[config.mk]
export PLATFORM = sky130hd
export DESIGN_NAME = ibrk_unit
export DESIGN_NICKNAME = d
export VERILOG_FILES = /design/src/rtl/ibrk_pkg.sv /design/src/rtl/ibrk_regs.sv /design/src/rtl/ibrk_pair.sv /design/src/rtl/ibrk_unit.sv
export SDC_FILE = /design/constraint.sdc
export NUM_CORES = 1
export LEC_CHECK = 0
export ABC_CLOCK_PERIOD_IN_PS = 10900
export BUFFER_PORTS_ARGS = -buffer_cell sky130_fd_sc_hd__buf_2
export CAP_MARGIN = 20
export CORE_MARGIN = 2
export CORE_UTILIZATION = 60
export CTS_CLUSTER_DIAMETER = 150
export DETAILED_ROUTE_END_ITERATION = 8
export GPL_TIMING_DRIVEN = 0
export PLACE_DENSITY = 0.87
export SETUP_SLACK_MARGIN = 0.02
export SLEW_MARGIN = 10
export SYNTH_ARGS = -nofsm -noshare
export SYNTH_HDL_FRONTEND = slang
export SYNTH_SLANG_ARGS = --single-unit
[constraint.sdc]
create_clock -name clk -period 10.9 [get_ports clk]
set_input_delay 2.725 -clock clk [delete_from_list [all_inputs] [get_ports clk]]
set_output_delay 2.725 -clock clk [all_outputs]
set_load 0.02 [all_outputs]
[src/rtl/ibrk_pkg.sv]
package ibrk_pkg;
    localparam int ADDR_W = 32;
    localparam int NUM_CH = 4;
    localparam int NUM_PAIR = NUM_CH / 2;
    localparam int SEL_W = 3;
    localparam int SEL_CTRL = 4;
    localparam int SEL_STAT = 5;

    typedef struct packed {
        logic [1:0]          btype;
        logic [NUM_CH-1:0]   en;
        logic [NUM_PAIR-1:0] rng;
        logic [NUM_PAIR-1:0] em;
    } ctrl_t;
endpackage

[src/rtl/ibrk_regs.sv]
module ibrk_regs
    import ibrk_pkg::*;
(
    input  logic                          clk,
    input  logic                          rst_n,
    input  logic                          wr_en,
    input  logic [SEL_W-1:0]              wr_sel,
    input  logic [ADDR_W-1:0]             wr_data,
    input  logic [SEL_W-1:0]              rd_sel,
    input  logic [NUM_CH-1:0]             hits,
    output logic [ADDR_W-1:0]             rd_data,
    output logic [NUM_CH-1:0][ADDR_W-1:0] bad,
    output ctrl_t                         ctrl,
    output logic                          brk_req
);
    typedef struct packed {
        logic [NUM_CH-1:0][ADDR_W-1:0] bad;
        ctrl_t                         ctrl;
        logic [NUM_CH-1:0]             stat;
        logic                          req;
    } state_t;

    state_t s_d, s_q;

    always_comb begin
        s_d = s_q;
        s_d.req = |hits;
        if (wr_en) begin
            if (int'(wr_sel) < NUM_CH) begin
                s_d.bad[wr_sel[1:0]] = wr_data;
            end else if (int'(wr_sel) == SEL_CTRL) begin
                s_d.ctrl.btype = wr_data[1:0];
                s_d.ctrl.en    = wr_data[7:4];
                s_d.ctrl.rng   = wr_data[9:8];
                s_d.ctrl.em    = wr_data[13:12];
            end else if (int'(wr_sel) == SEL_STAT) begin
                s_d.stat = s_q.stat & ~wr_data[NUM_CH-1:0];
            end
        end
        s_d.stat = s_d.stat | hits;
    end

    always_ff @(posedge clk or negedge rst_n) begin
        if (!rst_n) s_q <= '0;
        else        s_q <= s_d;
    end

    always_comb begin
        rd_data = '0;
        if (int'(rd_sel) < NUM_CH) begin
            rd_data = s_q.bad[rd_sel[1:0]];
        end else if (int'(rd_sel) == SEL_CTRL) begin
            rd_data[1:0]   = s_q.ctrl.btype;
            rd_data[7:4]   = s_q.ctrl.en;
            rd_data[9:8]   = s_q.ctrl.rng;
            rd_data[13:12] = s_q.ctrl.em;
        end else if (int'(rd_sel) == SEL_STAT) begin
            rd_data[NUM_CH-1:0] = s_q.stat;
        end
    end

    assign bad     = s_q.bad;
    assign ctrl    = s_q.ctrl;
    assign brk_req = s_q.req;

    // every hit leaves its flag set, even against a clear
    p_hit_sets_flag_r9: assert property (@(posedge clk) disable iff (!rst_n)
        (|hits) |=> ((s_q.stat & $past(hits)) == $past(hits)));
    // a flag rises only on a hit
    p_flag_source_r9: assert property (@(posedge clk) disable iff (!rst_n)
        ((s_q.stat & ~$past(s_q.stat) & ~$past(hits)) == '0));
    // a hit produces the request one cycle later
    p_req_latency_r8: assert property (@(posedge clk) disable iff (!rst_n)
        (|hits) |=> brk_req);
endmodule

[src/rtl/ibrk_pair.sv]
module ibrk_pair
    import ibrk_pkg::*;
(
    input  logic [ADDR_W-1:0] addr,
    input  logic [ADDR_W-1:0] even_reg,
    input  logic [ADDR_W-1:0] odd_reg,
    input  logic [ADDR_W-1:0] odd_mask,
    input  logic [ADDR_W-1:0] rng_mask,
    input  logic [1:0]        en,
    input  logic              rng,
    output logic [1:0]        hit
);
    logic [ADDR_W-1:0] a_m, lo_m, hi_m;
    logic              in_rng;

    always_comb begin
        a_m    = addr & ~rng_mask;
        lo_m   = even_reg & ~rng_mask;
        hi_m   = odd_reg & ~rng_mask;
        in_rng = (a_m >= lo_m) && (a_m <= hi_m);
        if (rng) begin
            hit = {2{(|en) && in_rng}};
        end else begin
            hit[0] = en[0] && (addr == even_reg);
            hit[1] = en[1] && ((addr & ~odd_mask) == (odd_reg & ~odd_mask));
        end
    end
endmodule

[src/rtl/ibrk_unit.sv]
module ibrk_unit
    import ibrk_pkg::*;
(
    input  logic              clk,
    input  logic              rst_n,
    input  logic              fetch_valid,
    input  logic [31:0]       fetch_addr,
    input  logic              wr_en,
    input  logic [2:0]        wr_sel,
    input  logic [31:0]       wr_data,
    input  logic [2:0]        rd_sel,
    output logic [31:0]       rd_data,
    output logic              brk_req
);
    logic [NUM_CH-1:0][ADDR_W-1:0] bad;
    ctrl_t                         ctrl;
    logic [NUM_CH-1:0]             raw_hit;
    logic [NUM_CH-1:0]             hits;
    logic                          armed;

    assign armed = fetch_valid && (ctrl.btype == 2'b00);
    assign hits  = armed ? raw_hit : '0;

    for (genvar p = 0; p < NUM_PAIR; p++) begin : g_pair
        localparam int OTHER = NUM_PAIR - 1 - p;
        logic [ADDR_W-1:0] odd_mask, rng_mask;
        logic              swap;

        always_comb begin
            swap     = ctrl.en[2*p] || ctrl.rng[p];
            odd_mask = '0;
            rng_mask = '0;
            if (ctrl.em[p]) begin
                odd_mask = swap ? bad[2*OTHER] : bad[2*p];
                rng_mask = bad[2*OTHER];
            end
        end

        ibrk_pair u_pair (
            .addr     (fetch_addr),
            .even_reg (bad[2*p]),
            .odd_reg  (bad[2*p+1]),
            .odd_mask (odd_mask),
            .rng_mask (rng_mask),
            .en       (ctrl.en[2*p+1:2*p]),
            .rng      (ctrl.rng[p]),
            .hit      (raw_hit[2*p+1:2*p])
        );

        // a range pair reports a single merged hit
        p_range_merge_r5: assert property (@(posedge clk) disable iff (!rst_n)
            ctrl.rng[p] |-> (hits[2*p] == hits[2*p+1]));
    end

    ibrk_regs u_regs (
        .clk     (clk),
        .rst_n   (rst_n),
        .wr_en   (wr_en),
        .wr_sel  (wr_sel),
        .wr_data (wr_data),
        .rd_sel  (rd_sel),
        .hits    (hits),
        .rd_data (rd_data),
        .bad     (bad),
        .ctrl    (ctrl),
        .brk_req (brk_req)
    );

    // a request needs a valid fetch in instruction-break mode
    p_req_gated_r1: assert property (@(posedge clk) disable iff (!rst_n)
        brk_req |-> $past(fetch_valid && (ctrl.btype == 2'b00)));
    // a disabled pair cannot hit
    p_disabled_quiet_r2: assert property (@(posedge clk) disable iff (!rst_n)
        (ctrl.en == '0) |-> (hits == '0));
endmodule

==> run metrics <==
non-filler cells, final=1785; Overall Global Routing Usage=45.70%; gr ovfl total=0; post-route cell area=0.01441 mm^2; cell taking the most area after synthesis=dfrtp_1; asr flop ratio synth=100.0%; total chip power=0.002884 W; layout cells sized above 1=21.00%; clock buffer depth=2; fin nets=1691; Seq/Total Area, Yosys=27.38%; FILL cells=1739; Syn Inst Count=1401; pin count of the biggest net entering global routing=76; Post-Place Cell Area=0.01382 mm^2; GR Layer Usage met2=68.89%; io pins=107; post-synth net total=1599; hpwl dp=40.18 mm; Post-synth EDFFs=0; Worst-path clk slew=0.07 ns; Die Y=151.6 um; DRT antenna net count=0; crit-path cells=clkbuf_1 > buf_1 > mux4_2 > nor2b_1 > buf_2; Synth Register Bits=143; H-tree levels=4; Lkg Pwr=6.078 nW; distinct cell type count after synthesis=67; met3 Use GR=11.62%; Crit path depth=5; CTS sink count=143; Primary FF master, synth=dfrtp_1; minimum clock period=7.876 ns; final hold slack=0.4857 ns; peak supply drop=115.9 uV; post-CTS setup buffer count=0; Final period util=72.26%; status=finished clean; drt first pass iters=8; Final Slew Violations=0; initial antenna violation count=1; worst hold path cell count=2; Mean Syn Cell Area=9.330 um^2; PwrDens=200.2 mW/mm^2; Via density=6.900; Worst Setup End Kind=output pin; Post-synth top cells=nand2_1 (240), mux2_2 (155), dfrtp_1 (143); CTS tree=built; top post-synthesis cells by area=dfrtp_1 (27%), mux2_2 (13%), ha_1 (12%); CP Launch Type=primary input; # setup viols final=0; final wirelength=52.22 mm; max_cap viols=0; top-count cell post-synth=nand2_1; Layout area overhead=10.21%; gr busiest metal=met2; Worst Path Buf+Inv=3; CTS root buffer=clkbuf_16; fmax=127.0 MHz; DR vias=12316; clock latency on the worst-skew pair=0.45 ns; Die W=151.6 um; critical path's largest stage delay=0.79 ns; Port-buffer cells=72; wire per inst=29.26 um; relative slew slack=24.87%; global-route met1 utilization=62.29%; worst clock skew=0.01769 ns; Setup CP Type=primary input to output pin; initial core utilization=60.46%; crit path max-delay cell type=buf_1; final count of hold timing violations=0; Die ar.=0.02298 mm^2; CTS Buf Count=17; top cell type's share of synthesized area=27.38%; crit path max fanout=10; Worst path top cell family by delay=buffers and inverters; core box area=0.02162 mm^2; CTS Hold Buffers Added=0; Post-CTS Resized=0; antenna diode count=0; first-pass GRT wire length=74.53 mm; placed cell count=1754; drt drc=0; Worst Path Arrival=5.15 ns; measured slew at the worst slew-check pin=1.127 ns; RePlAce Congestion=1.071; DRT iter0 DRCs=1429; setup repair after global routing missed its margin=false; Worst Reg-to-Reg Cells=16; Hold Path Class=flop to flop; worst path required time=8.18 ns; synth warn=0; vias in the first global route=11566; Mapped Area=0.01307 mm^2; TNS Setup=0 ns; placement row count=54
[sequential cells by signal (all words and copies together) (netlist names)]
| name | count |
|---|---|
| u_regs.ctrl | 10 |
| u_regs.bad | 128 |
| u_regs.brk_req | 1 |
| u_regs.s_q | 4 |
[metal layers]
metal | share of wire, % | routed length, um
met5 | 0.12 | 63
met4 | 5.0 | 2625
met3 | 11 | 5811
met2 | 43 | 22650
met1 | 40 | 21070
[worst register-to-register path: stages, from the launching register on]
cell      delay (ns)
dfrtp_1         0.32
clkbuf_1        0.57
buf_2           0.47
buf_2           0.45
buf_1           0.86
buf_2           0.53
buf_1           0.83
nand2_1         0.21
and2_1          0.22
ha_1            0.26
nand2b_1        0.17
a211oi_1        0.24
o221ai_1        0.24
a211o_1         0.38
a31oi_1         0.49
o31a_1          0.34
o311ai_2        0.13
[worst paths after layout]
kind                                  end           start  slack (ns)
hold reg to reg             u_regs.s_q[1]   u_regs.s_q[1]        0.49
min in group asynchronous  u_regs.bad[89]           rst_n        2.27
hold / removal              u_regs.s_q[1]   u_regs.s_q[1]        0.49
setup / recovery              rd_data[16]       rd_sel[0]        3.02
setup reg to reg           u_regs.brk_req  u_regs.ctrl[0]        4.03
max in group asynchronous  u_regs.bad[72]           rst_n        7.79
[cells in the final DEF (no fill, tap or decap), types with 17 or more instances in the layout]
cell type	instances
nand4_1	39
and2_1	64
dfrtp_1	143
mux2_2	155
o21ai_0	40
clkbuf_16	17
nor2b_1	23
a21oi_1	77
buf_2	81
ha_1	124
mux4_2	32
inv_1	18
nor2_1	39
xnor2_1	115
clkbuf_1	68
nand2_1	240
a311oi_1	17
[final cells by class]
class / instances / area, um^2 / share of cell area [%]
multi-input cells: 1151 / 9057 / 62.87
inverters: 19 / 71.32 / 0.4951
repair buffers: 73 / 394.1 / 2.736
clock inverters: 13 / 156.4 / 1.086
well taps: 280 / 350.3 / 2.432
flip-flops and latches: 143 / 3578 / 24.84
clock buffers: 18 / 429.2 / 2.979
plain buffers: 88 / 369.1 / 2.562
[cells by family after synthesis]
logic type | after synthesis | synth area share [%]
fa+ha+maj | 124 | 11.87
simple gates | 485 | 18.55
buf+inv | 107 | 3.369
compound gates | 221 | 10.93
flops | 143 | 27.38
mux | 193 | 19.33
xor+xnor | 128 | 8.577
[per-stage QoR]
stage	setup slack [ns]	util, %
6_report	3.024	66.63
5_1_grt	2.843	66.63
4_1_cts	2.972	66.61
3_5_place_dp	2.978	63.90
3_3_place_gp	3.031	63.74
2_1_floorplan	3.743	-
[power by group]
group | internal (W) | switching, W
Clock | 0.000342 | 0.000272
Combinational | 0.000576 | 0.000819
Sequential | 0.000650 | 0.000224
Note: power is estimated with default switching activity, not from simulation.
